## src/rtl/banked_seq_pkg.sv

```systemverilog
package banked_seq_pkg;

    typedef enum logic [1:0] {
        ST_IDLE   = 2'd0,
        ST_ADDR   = 2'd1,
        ST_DATA   = 2'd2,
        ST_FINISH = 2'd3
    } seq_state_t;

endpackage

```

## src/rtl/bws_lane_steer.sv

```systemverilog
module bws_lane_steer #(
    parameter int LANE_W = 8,
    parameter int AW     = 20,
    localparam int DW    = 2 * LANE_W
) (
    input  logic [AW-1:0] cyc_addr,
    input  logic          aligned_word,
    input  logic          split_second,
    input  logic [DW-1:0] wdata,
    output logic          lo_sel,
    output logic          hi_sel,
    output logic [DW-1:0] wlanes
);

    logic odd_addr;

    always_comb begin
        odd_addr = cyc_addr[0];
        lo_sel   = !odd_addr;
        hi_sel   = aligned_word || odd_addr;

        // Upper lane: word high byte when aligned; otherwise the low byte
        // of the request goes up whenever the cycle targets an odd address.
        if (aligned_word)
            wlanes[DW-1:LANE_W] = wdata[DW-1:LANE_W];
        else if (odd_addr)
            wlanes[DW-1:LANE_W] = wdata[LANE_W-1:0];
        else
            wlanes[DW-1:LANE_W] = '0;

        // Lower lane: the second half of a split word carries the high byte.
        if (aligned_word)
            wlanes[LANE_W-1:0] = wdata[LANE_W-1:0];
        else if (!odd_addr && split_second)
            wlanes[LANE_W-1:0] = wdata[DW-1:LANE_W];
        else if (!odd_addr)
            wlanes[LANE_W-1:0] = wdata[LANE_W-1:0];
        else
            wlanes[LANE_W-1:0] = '0;
    end

endmodule

```

## src/rtl/bws_read_merge.sv

```systemverilog
module bws_read_merge #(
    parameter int LANE_W = 8,
    localparam int DW    = 2 * LANE_W
) (
    input  logic          clk,
    input  logic          rst_n,
    input  logic          capture,
    input  logic          aligned_word,
    input  logic          split,
    input  logic          split_second,
    input  logic          odd_addr,
    input  logic [DW-1:0] ad_in,
    output logic [DW-1:0] rdata
);

    logic [LANE_W-1:0] low_hold;

    always_ff @(posedge clk or negedge rst_n) begin
        if (!rst_n) begin
            rdata    <= '0;
            low_hold <= '0;
        end else if (capture) begin
            if (aligned_word) begin
                rdata <= ad_in;
            end else if (split && !split_second) begin
                low_hold <= ad_in[DW-1:LANE_W];
            end else if (split) begin
                rdata <= {ad_in[LANE_W-1:0], low_hold};
            end else if (odd_addr) begin
                rdata <= {{LANE_W{1'b0}}, ad_in[DW-1:LANE_W]};
            end else begin
                rdata <= {{LANE_W{1'b0}}, ad_in[LANE_W-1:0]};
            end
        end
    end

endmodule

```

## src/rtl/bws_ctrl.sv

```systemverilog
module bws_ctrl
    import banked_seq_pkg::*;
#(
    parameter int AW = 20
) (
    input  logic          clk,
    input  logic          rst_n,
    input  logic          req_valid,
    input  logic          req_write,
    input  logic          req_word,
    input  logic [AW-1:0] req_addr,
    input  logic          ready,
    output logic          accept,
    output logic          busy,
    output logic          done,
    output logic          ale,
    output logic          rd_n,
    output logic          wr_n,
    output logic          drive_data,
    output logic          bus_active,
    output logic          capture,
    output logic [AW-1:0] cyc_addr,
    output logic          aligned_word,
    output logic          split,
    output logic          split_second
);

    seq_state_t    state_q, state_d;
    logic          write_q, word_q, split_q, second_q;
    logic [AW-1:0] addr_q;
    logic          last_cycle;

    assign last_cycle = !(split_q && !second_q);
    assign accept     = (state_q == ST_IDLE) && req_valid;

    // State register
    always_ff @(posedge clk or negedge rst_n) begin
        if (!rst_n) state_q <= ST_IDLE;
        else        state_q <= state_d;
    end

    // Request context and split-half tracking
    always_ff @(posedge clk or negedge rst_n) begin
        if (!rst_n) begin
            write_q  <= 1'b0;
            word_q   <= 1'b0;
            split_q  <= 1'b0;
            second_q <= 1'b0;
            addr_q   <= '0;
        end else if (accept) begin
            write_q  <= req_write;
            word_q   <= req_word;
            split_q  <= req_word && req_addr[0];
            second_q <= 1'b0;
            addr_q   <= req_addr;
        end else if (state_q == ST_DATA && ready && !last_cycle) begin
            second_q <= 1'b1;
        end
    end

    // Next-state logic
    always_comb begin
        state_d = state_q;
        unique case (state_q)
            ST_IDLE:   if (req_valid) state_d = ST_ADDR;
            ST_ADDR:   state_d = ST_DATA;
            ST_DATA:   if (ready) state_d = last_cycle ? ST_FINISH : ST_ADDR;
            ST_FINISH: state_d = ST_IDLE;
            default:   state_d = ST_IDLE;
        endcase
    end

    // Outputs
    always_comb begin
        ale          = 1'b0;
        rd_n         = 1'b1;
        wr_n         = 1'b1;
        drive_data   = 1'b0;
        bus_active   = 1'b0;
        capture      = 1'b0;
        done         = 1'b0;
        busy         = 1'b1;
        unique case (state_q)
            ST_IDLE: busy = 1'b0;
            ST_ADDR: begin
                ale        = 1'b1;
                bus_active = 1'b1;
            end
            ST_DATA: begin
                bus_active = 1'b1;
                rd_n       = write_q;
                wr_n       = !write_q;
                drive_data = write_q;
                capture    = ready && !write_q;
            end
            ST_FINISH: done = 1'b1;
            default:   busy = 1'b0;
        endcase
        cyc_addr     = second_q ? addr_q + AW'(1) : addr_q;
        aligned_word = word_q && !split_q;
        split        = split_q;
        split_second = second_q;
    end

endmodule

```

## src/rtl/banked_access_seq.sv

```systemverilog
module banked_access_seq #(
    parameter int AW     = 20,
    parameter int LANE_W = 8,
    localparam int DW    = 2 * LANE_W,
    localparam int HI_W  = AW - DW
) (
    input  logic            clk,
    input  logic            rst_n,
    input  logic            req_valid,
    input  logic            req_write,
    input  logic            req_word,
    input  logic [AW-1:0]   req_addr,
    input  logic [DW-1:0]   req_wdata,
    output logic            busy,
    output logic            done,
    output logic [DW-1:0]   rdata,
    output logic            ale,
    output logic [DW-1:0]   ad_out,
    output logic            ad_oe,
    input  logic [DW-1:0]   ad_in,
    output logic [HI_W-1:0] a_hi,
    output logic            hi_en_n,
    output logic            rd_n,
    output logic            wr_n,
    input  logic            ready
);

    logic          accept, drive_data, bus_active, capture;
    logic          aligned_word, split, split_second;
    logic          lo_sel, hi_sel;
    logic [AW-1:0] cyc_addr;
    logic [DW-1:0] wdata_q, wlanes;

    bws_ctrl #(.AW(AW)) u_ctrl (
        .clk          (clk),
        .rst_n        (rst_n),
        .req_valid    (req_valid),
        .req_write    (req_write),
        .req_word     (req_word),
        .req_addr     (req_addr),
        .ready        (ready),
        .accept       (accept),
        .busy         (busy),
        .done         (done),
        .ale          (ale),
        .rd_n         (rd_n),
        .wr_n         (wr_n),
        .drive_data   (drive_data),
        .bus_active   (bus_active),
        .capture      (capture),
        .cyc_addr     (cyc_addr),
        .aligned_word (aligned_word),
        .split        (split),
        .split_second (split_second)
    );

    always_ff @(posedge clk or negedge rst_n) begin
        if (!rst_n)      wdata_q <= '0;
        else if (accept) wdata_q <= req_wdata;
    end

    bws_lane_steer #(.LANE_W(LANE_W), .AW(AW)) u_steer (
        .cyc_addr     (cyc_addr),
        .aligned_word (aligned_word),
        .split_second (split_second),
        .wdata        (wdata_q),
        .lo_sel       (lo_sel),
        .hi_sel       (hi_sel),
        .wlanes       (wlanes)
    );

    bws_read_merge #(.LANE_W(LANE_W)) u_merge (
        .clk          (clk),
        .rst_n        (rst_n),
        .capture      (capture),
        .aligned_word (aligned_word),
        .split        (split),
        .split_second (split_second),
        .odd_addr     (!lo_sel),
        .ad_in        (ad_in),
        .rdata        (rdata)
    );

    always_comb begin
        ad_oe   = ale || drive_data;
        ad_out  = ale ? cyc_addr[DW-1:0] : (drive_data ? wlanes : '0);
        a_hi    = bus_active ? cyc_addr[AW-1:DW] : '0;
        hi_en_n = !(bus_active && hi_sel);
    end

endmodule

```

## config.mk

```make
export PLATFORM = sky130hd
export DESIGN_NAME = banked_access_seq
export DESIGN_NICKNAME = d
export VERILOG_FILES = /design/src/rtl/banked_seq_pkg.sv /design/src/rtl/bws_lane_steer.sv /design/src/rtl/bws_read_merge.sv /design/src/rtl/bws_ctrl.sv /design/src/rtl/banked_access_seq.sv
export SDC_FILE = /design/constraint.sdc
export NUM_CORES = 1
export LEC_CHECK = 0
export BUFFER_PORTS_ARGS = -buffer_cell sky130_fd_sc_hd__buf_2
export CELL_PAD_IN_SITES_DETAIL_PLACEMENT = 1
export CELL_PAD_IN_SITES_GLOBAL_PLACEMENT = 2
export CORE_MARGIN = 3
export CORE_UTILIZATION = 34
export CTS_BUF_LIST = sky130_fd_sc_hd__clkbuf_2 sky130_fd_sc_hd__clkbuf_4 sky130_fd_sc_hd__clkbuf_8
export CTS_CLUSTER_DIAMETER = 60
export CTS_CLUSTER_SIZE = 24
export DETAILED_ROUTE_END_ITERATION = 10
export PLACE_DENSITY_LB_ADDON = 0.1
export SYNTH_ARGS = -nofsm -noshare
export SYNTH_HDL_FRONTEND = slang
export SYNTH_SLANG_ARGS = --single-unit
```

## constraint.sdc

```tcl
create_clock -name clk -period 2.6 [get_ports clk]
set_input_delay 0.52 -clock clk [delete_from_list [all_inputs] [get_ports clk]]
set_output_delay 0.52 -clock clk [all_outputs]
set_load 0.05 [all_outputs]
```

Yosys cells after proc, flatten, opt, wreduce, memory -nomap -nowiden
Cells that the tools add are included.
{"block": "op_classes", "bitwise": 1, "muxes": 27, "n_eq_ne": 6, "addsub": 1, "n_reduce_logical": 22}
{"cell": "$mux W16", "n": 5}
{"cell": "$mux W8", "n": 6}
{"cell": "$add A20 B1 Y20 const B", "n": 1}
{"cell": "$mux W20", "n": 1}
{"cell": "$mux W1", "n": 10}
{"cell": "$logic_and A1 B1 Y1", "n": 9}
{"cell": "$pmux W2 S4", "n": 1}
{"cell": "$mux W2", "n": 3}
{"cell": "$logic_not A1 Y1", "n": 5}
{"cell": "$eq A2 B2 Y1 const B", "n": 2}
{"cell": "$mux W4", "n": 1}
{"cell": "$ne A2 B2 Y1 const B", "n": 2}
{"cell": "$reduce_and A2 Y1", "n": 2}
{"cell": "$reduce_and A3 Y1", "n": 1}
{"cell": "$eq A2 B1 Y1 const B", "n": 1}
{"cell": "$logic_not A2 Y1", "n": 1}
{"cell": "$logic_or A1 B1 Y1", "n": 2}
{"cell": "$ne A2 B1 Y1 const B", "n": 1}
{"cell": "$reduce_bool A2 Y1", "n": 1}
{"cell": "$reduce_or A2 Y1", "n": 1}
{"cell": "$not A1 Y1", "n": 1}
{"block": "totals", "output_inout_bits": 43, "in_bits": 58, "reg_bits": 66, "elab_cells": 66}

Logic depth before layout (Yosys ltp)
Gate-level depths: netlist (run 1).
{"block": "depth", "ltp_word": 8, "ltp_mapped": 7, "mapped_depth_nobuf": 6}

By module
Synthesis (run 1) repeated with hierarchy kept, for this count alone.
{"block": "hier_totals", "hier_cells": 356, "hier_area_um2": 4010.1}
{"module": "bws_ctrl", "seq_area_each_um2": 650.6, "area_per_inst_um2": 1461.4, "instances": 1, "cells_each": 127}
{"module": "bws_read_merge", "seq_area_each_um2": 600.6, "area_per_inst_um2": 1280.0, "instances": 1, "cells_each": 115}
{"module": "banked_access_seq", "seq_area_each_um2": 400.4, "area_per_inst_um2": 885.8, "instances": 1, "cells_each": 63}
{"module": "bws_lane_steer", "seq_area_each_um2": 0.0, "area_per_inst_um2": 382.9, "instances": 1, "cells_each": 51}

Worst setup path before layout (run 1)
OpenSTA, ideal clock, no wires.
{"block": "synth_path", "path_type": "register to output", "start": "register u_ctrl.state_q[0]", "end": "output port ad_out[0]", "path_buffers": 1, "t_required_ps": 2080, "arrival_time_ps": 2725, "slack_ps": -645, "path_stages_with_launch": 7, "cell_sequence": "dfrtp_1 inv_1 ha_1 nand2_1 or2_2 clkbuf_1 o21ai_0"}
{"block": "synth_between", "elab_chain_cells": 4, "elab_cells_between_ends": 6, "cone_classes": "2 x eq/ne; 4 x mux"}
{"element": "from (decl)", "line": "bws_ctrl.sv:28", "source": "seq_state_t state_q, state_d;"}
{"element": "from (signal assigned)", "line": "bws_ctrl.sv:39", "source": "else state_q <= state_d;"}
{"element": "$eq A2 B2 Y1", "line": "bws_ctrl.sv:83", "source": "unique case (state_q)"}
{"element": "$mux W1", "line": "bws_ctrl.sv:83"}
{"element": "$mux W16", "line": "banked_access_seq.sv:86", "source": "ad_out = ale ? cyc_addr[DW-1:0] : (drive_data ? wlanes : '0);"}
{"element": "$mux W16 *", "line": "banked_access_seq.sv:86"}
{"element": "to (decl)", "line": "banked_access_seq.sv:18", "source": "output logic [DW-1:0] ad_out,"}
Mark *: on every way between the ends. The rest lies on a longest branch, timed or not.

Final worst setup path (run 1)
{"block": "layout_path", "start": "register u_ctrl.addr_q[3]", "end": "output port a_hi[3]"}
{"block": "layout_between", "elab_chain_cells": 3}
{"element": "from (decl)", "line": "bws_ctrl.sv:30", "source": "logic [AW-1:0] addr_q;"}
{"element": "from (signal assigned)", "line": "bws_ctrl.sv:55", "source": "addr_q <= req_addr;"}
{"element": "$add A20 B1 Y20", "line": "bws_ctrl.sv:99", "source": "cyc_addr = second_q ? addr_q + AW'(1) : addr_q;"}
{"element": "$mux W20", "line": "bws_ctrl.sv:99"}
{"element": "$mux W4", "line": "banked_access_seq.sv:87", "source": "a_hi = bus_active ? cyc_addr[AW-1:DW] : '0;"}
{"element": "to (decl)", "line": "banked_access_seq.sv:21", "source": "output logic [HI_W-1:0] a_hi,"}
Every way passes these cells.

==> results of run 1 <==
placed cells by master (no fill, tap or decap), drive strengths merged, types with 3 or more instances in the layout:
cell type and count:
a21oi 23, a22oi 16, and3 8, buf 135, clkbuf 13, clkinv 3
dfrtp 66, ha 6, inv 5, mux2 55, mux2i 8, nand2 27
nand2b 4, nand3 4, nand4 8, nor2 11, nor4 6, o21ai 17
o2bb2ai 11, or3 4, xnor2 4, xor2 8
layout make-up:
type	count	area (um2)
Clock inverter	6	90.09
Clock buffer	10	137.6
Multi-Input combinational cell	241	2295
Sequential cell	66	1659
Fill cell	1111	4707
Tap cell	133	166.4
Inverter	5	18.77
Timing Repair Buffer	138	925.9
through the flow:
step	setup slack, ps	TNS, ps	utilization, %	total power [W]	instances
global placement	51.11	0	46.67	0.006472	574
detailed placement	32.64	0	46.67	0.006574	574
floorplan	-3.329	-9.987	-	0.005300	334
global route	-140.2	-283.3	52.93	0.008501	599
finish	-73.39	-73.39	52.93	0.008015	599
CTS	-95.17	-172.5	51.28	0.007895	594
repair_timing:
| action | CTS | global route |
|---|---|---|
| resized for setup | 52 | 24 |
| endpoints found under the setup margin | 20 | 20 |
| buffers inserted | 4 | 6 |
| pin swaps | 15 | 17 |
power groups by stage:
stage | clock, W | combinational (W) | sequential (W)
4_1_cts | 0.00102 | 0.00492 | 0.00196
5_1_grt | 0.00107 | 0.00538 | 0.00205
6_report | 0.000994 | 0.00505 | 0.00197
3_5_place_dp | 0 | 0.00463 | 0.00195
3_3_place_gp | 0 | 0.00457 | 0.00191
2_1_floorplan | 0 | 0.00297 | 0.00233
worst max-delay path, stage by stage, from the launching register on:
cell and delay (ps):
dfrtp_1 400, nand3_4 90, or4_4 580, or4_4 440, a21oi_4 130, buf_6 170
worst min path at each step:
stage,endpoint,slack (ps)
after floorplan,u_ctrl.addr_q[0],220
after CTS,u_merge.rdata[1],200
after global routing,u_merge.rdata[0],240
final,u_merge.rdata[1],190
after detailed placement,u_merge.rdata[3],490
after global placement,u_merge.rdata[2],490
kinds of logic (layout without fill, tap and decap cells):
kind of cell	Yosys count	in the layout	synth area share [%]
flops	66	66	45.98
mux	63	63	19.47
xor+xnor	12	12	2.926
buf+inv	27	159	2.891
compound gates	75	75	13.34
simple gates	85	85	13.31
fa+ha+maj	6	6	2.090
flip-flops by register name, summed over array words and instances (netlist names):
name / count
u_ctrl.addr_q: 20
u_ctrl.split: 1
u_ctrl.split_second: 1
u_ctrl.state_q: 2
u_ctrl.word_q: 1
u_ctrl.write_q: 1
u_merge.low_hold: 8
u_merge.rdata: 16
wdata_q: 16
routing by layer:
layer	track usage (%)	up-vias	routed length [um]
li1	-	1480	-
met1	22.01	1561	4375
met3	3.079	12	453
met5	0	-	0
met4	5.140	0	135
met2	34.33	63	5769
==> results.yml, run 1 <==
outcome:
  status: "finished with violations"
  violations: "negative setup slack"
setup_path:
  arrival_ps: 2150
  start_kind: "flip-flop"
  worstSetupStartpoint: "u_ctrl.addr_q[3]"
  endpoint_kind: "output pin"
  reg2reg_depth: 7
  crit_type: "reg -> out"
  rr_endpoint: "u_merge.rdata[0]"
  r2r-start: "u_ctrl.addr_q[0]"
  crit_path_end: "a_hi[3]"
  worstPathRequired_ps: 2080
  rrSetupSlack_ps: 620
  crit_fanout: 5
clock_network:
  cts_buffers: 9
  clkLatencyLatePin_ps: 340
  cts.hold.buffers_added: 0
  clock_sinks: 66
  clockRootBuffer: "clkbuf_8"
  htreeDepth: 3
  clkTransAtPathRegs_ps: 80
  cts_tree: "built"
  clock_path_buffers: 2
synthesis:
  synth_area_per_cell_um2: 10.76
  netlist.area_leader.share_pct: 45.98
  ys_warn_count: 0
  yosysUniqueCellTypes: 43
  seq_area_frac_synth_pct: 45.98
  syn-num-nets: 398
  synthesis.area_um2: 3592
  synthArstFlopShare_pct: 100.0
  synth.top_cells.by_count: "dfrtp_1, mux2_2, nand2_1"
  syn_inst: 334
  synthTopCellsByArea: "dfrtp_1, mux2_2, a22oi_1, a21oi_1, nand2_1"
  synthFlopType: "dfrtp_1"
  synth.largest_area_cell: "dfrtp_1"
  ys_seq_elements: 66
  post-synth-top-count-cell: "dfrtp_1"
  synth_edf_count: 0
sta:
  tightest_slew_ps: 628.2
  setup_slack_ps: -73.39
  finalCritPeriodShare_pct: 102.8
  maxSlewHeadroom_pct: 58.12
  period_needed_ps: 2673
  clock_skew_ps: 11.10
  whs_ps: 190.4
  grt_setup_unrepaired: "true"
  fmax_mhz: 374.1
  setup_viol: 1
  hold_viol: 0
  slew_viol_final: 0
global_route:
  grt_pass1_vias: 3326
  grt_overflow: 0
  grt_pass1_wl_mm: 17.07
  grt_util_all_layers_pct: 18.53
  grt_max_degree: 42
  antenna_found_initial: 0
hold_path:
  min_path_type: "in -> async"
power:
  p_sw_share_pct: 49.28
  powerDensity_nw_per_um2: 1514
  p_int_w: 0.004066
  p_sw_w: 0.003950
  pwr-share-clk_pct: 12.4
  p_comb_share_pct: 63.0
  p_seq_share_pct: 24.6
  ir_drop_mv: 0.6189
  p_leak_nw: 2.303
finish:
  stdcell_area_um2: 5293
  nets: 525
  drive_gt1_share_pct: 56.87
  diodes: 0
  areaGrowthSynthToFinish_pct: 47.34
die:
  fp.dieH_um: 108.8
  die-area_um2: 11830
  io_pins: 101
  core_um2: 10000
  start_util_pct: 35.92
  chipWidth_um: 108.8
  row_count: 36
placed_design:
  dp_hpwl_mm: 7.759
  dpl_cell_area_um2: 4667
  io_buffers: 100
  gp_congestion: 0.7585
detailed_routing:
  ant_nets: 0
  first_pass_iters: 4
  routed_wl_mm: 10.73
  num_vias: 3116
  wl_per_cell_um: 17.92
  drt_iter0_drc: 76
  drcViolationCount: 0
  viasPerCell: 5.202
flow_run:
  drv_cap: 0
Note: power is estimated with default switching activity, not from simulation.
==> run 2, diff against run 1 <==
--- a/config.mk
+++ b/config.mk
@@ -5,15 +5,15 @@
 export SDC_FILE = /design/constraint.sdc
 export NUM_CORES = 1
 export LEC_CHECK = 0
-export BUFFER_PORTS_ARGS = -buffer_cell sky130_fd_sc_hd__buf_2
 export CELL_PAD_IN_SITES_DETAIL_PLACEMENT = 1
 export CELL_PAD_IN_SITES_GLOBAL_PLACEMENT = 2
-export CORE_MARGIN = 3
-export CORE_UTILIZATION = 34
+export CORE_UTILIZATION = 41
 export CTS_BUF_LIST = sky130_fd_sc_hd__clkbuf_2 sky130_fd_sc_hd__clkbuf_4 sky130_fd_sc_hd__clkbuf_8
 export CTS_CLUSTER_DIAMETER = 60
 export CTS_CLUSTER_SIZE = 24
 export DETAILED_ROUTE_END_ITERATION = 10
+export DONT_BUFFER_PORTS = 1
+export GPL_ROUTABILITY_DRIVEN = 0
 export PLACE_DENSITY_LB_ADDON = 0.1
 export SYNTH_ARGS = -nofsm -noshare
 export SYNTH_HDL_FRONTEND = slang
==> run 2 against run 1 <==
Net effect:
- the run still ends with negative setup slack left
- flip-flop and latch count unchanged
- maximum frequency decreased by 0.88%
- routed wire length decreased by 6.2%
- sequential share of layout area increased by 2.4 points
- non-clock buffer count decreased by 75
- global-route usage increased by 4.8 points
- worst setup slack got worse by 24 ps
- hold slack got worse by 150 ps
- count of clock-buffer cells in the layout unchanged
- first-iteration DRC count decreased by 2.6%
- critical endpoint unchanged
- highest routed layer unchanged
==> results.yml, run 2 (same netlist as run 1, synthesis figures left out) <==
outcome:
  status: "finished with violations"
  violations: "negative setup slack"
setup_path:
  crit_fanout: 6
  critical_path.slowest_cell: "or4_4"
  crit_family: "simple AND/OR/NAND/NOR gates"
  cp.buffers_inverters: 1
  path_cells: "nand4_1 -> or4_4 -> or4_4 -> a21oi_4 -> buf_12"
  crit_type: "reg -> out"
  endpoint_kind: "output pin"
  worstPathRequired_ps: 2080
  arrival_ps: 2180
  cp_common_cell: "or4_4"
  start_kind: "flip-flop"
  cp_slowest_stage_delay_ps: 550
die:
  core_um2: 8341
  die-area_um2: 9139
  start_util_pct: 43.07
  io_pins: 101
  fp.dieH_um: 95.60
  chipWidth_um: 95.60
  row_count: 33
sta:
  final.setup.tns_ps: -211.7
  whs_ps: 40.86
  hold_viol: 0
  tightest_slew_ps: 533.0
  setup_viol: 3
  finalCritPeriodShare_pct: 103.7
  clock_skew_ps: 7.824
  maxSlewHeadroom_pct: 64.61
  fmax_mhz: 370.8
  grt_setup_unrepaired: "true"
  period_needed_ps: 2697
  setup_slack_ps: -97.22
  slew_viol_final: 0
global_route:
  grt_pass1_wl_mm: 15.81
  grt_max_degree: 67
  antenna_found_initial: 1
  grt_pass1_vias: 3045
  grt_overflow: 0
  grt_util_all_layers_pct: 23.35
finish:
  final_cell_mix: "dfrtp_1, mux2_2, buf_4"
  nets: 450
  largest_reg_flops: 20
  stdcell_area_um2: 4913
  final_common_cell: "dfrtp_1"
  diodes: 0
  reg_top3: "u_ctrl.addr_q (20), u_merge.rdata (16), wdata_q (16)"
  largest-register: "u_ctrl.addr_q"
  final_util_pct: 58.91
  areaGrowthSynthToFinish_pct: 36.78
  drive_gt1_share_pct: 47.31
detailed_routing:
  ant_nets: 0
  wl_per_cell_um: 20.30
  routed_wl_mm: 10.07
  drt_iter0_drc: 74
  viasPerCell: 5.770
  num_vias: 2862
  first_pass_iters: 4
  drcViolationCount: 0
placed_design:
  dpl_cell_area_um2: 4357
  dp_hpwl_mm: 7.059
  io_buffers: 0
clock_network:
  cts_tree: "built"
  cts_buffers: 9
  htreeDepth: 3
  clock_sinks: 66
  clock_path_buffers: 2
  clkTransAtPathRegs_ps: 80
  clockRootBuffer: "clkbuf_8"
  clkLatencyLatePin_ps: 350
hold_path:
  min_path_type: "in -> async"
flow_run:
  drv_cap: 0
[run 2: cell count changes in the layout (fill, tap and decap cells not counted), moves of 2 or more]
cell	previous run	this run
buf_2	82	0
xor2_1	4	7
a22oi_1	13	16
buf_4	38	42
o21ai_2	0	2
clkbuf_4	3	0
dfrtp_2	6	4
o21ai_1	6	3
xor2_2	4	1
nand3_2	0	2
buf_12	4	11
buf_6	10	8
dfrtp_1	60	62
a22oi_2	3	0
[run 2: timing repair]
item	4_1_cts	5_1_grt
pin swaps	15	10
hold buffers	1	0
gates cloned	0	0
gates resized for setup	19	23
endpoints found under the hold margin	66	0
buffers inserted	10	9
endpoints found under the setup margin	20	20
[run 2: cell type report]
type / count / area, um2
fill: 844 / 3427
multi-input combinational: 241 / 2236
sequential: 66 / 1657
timing repair buffer: 63 / 668.1
clock buffer: 10 / 137.6
tap: 105 / 131.4
clock inverter: 6 / 65.06
inverter: 5 / 18.77
[run 2: worst paths after layout]
kind	startpoint	to	slack, ps	depth (start not counted)
min in group clk	req_valid	u_ctrl.split_second	270	1
min reg2reg	u_merge.low_hold[2]	u_merge.low_hold[2]	510	1
min	rst_n	u_merge.rdata[15]	40	1
max in group asynchronous	rst_n	u_ctrl.state_q[0]	2290	1
max reg2reg	u_ctrl.split_second	u_merge.rdata[1]	590	7
max	u_ctrl.addr_q[11]	a_hi[3]	-100	5
[run 2: per-stage QoR]
| stage | setup slack, ps | cells |
|---|---|---|
| 2_1_floorplan | -3.329 | 334 |
| 3_3_place_gp | 128.8 | 461 |
| 3_5_place_dp | 100.5 | 461 |
| 4_1_cts | -98.73 | 488 |
| 5_1_grt | -158.1 | 496 |
| 6_report | -97.22 | 496 |
[run 2: routing by layer]
metal / wire length (um) / GRT usage, %
met5: 0 / 0
met4: 153 / 8.706
met3: 676 / 7.576
met1: 4423 / 30.31
met2: 4818 / 36.19
Power of run 2 is not shown: default switching activity piles up to over one toggle a cycle in this logic, so the estimate is an artifact.
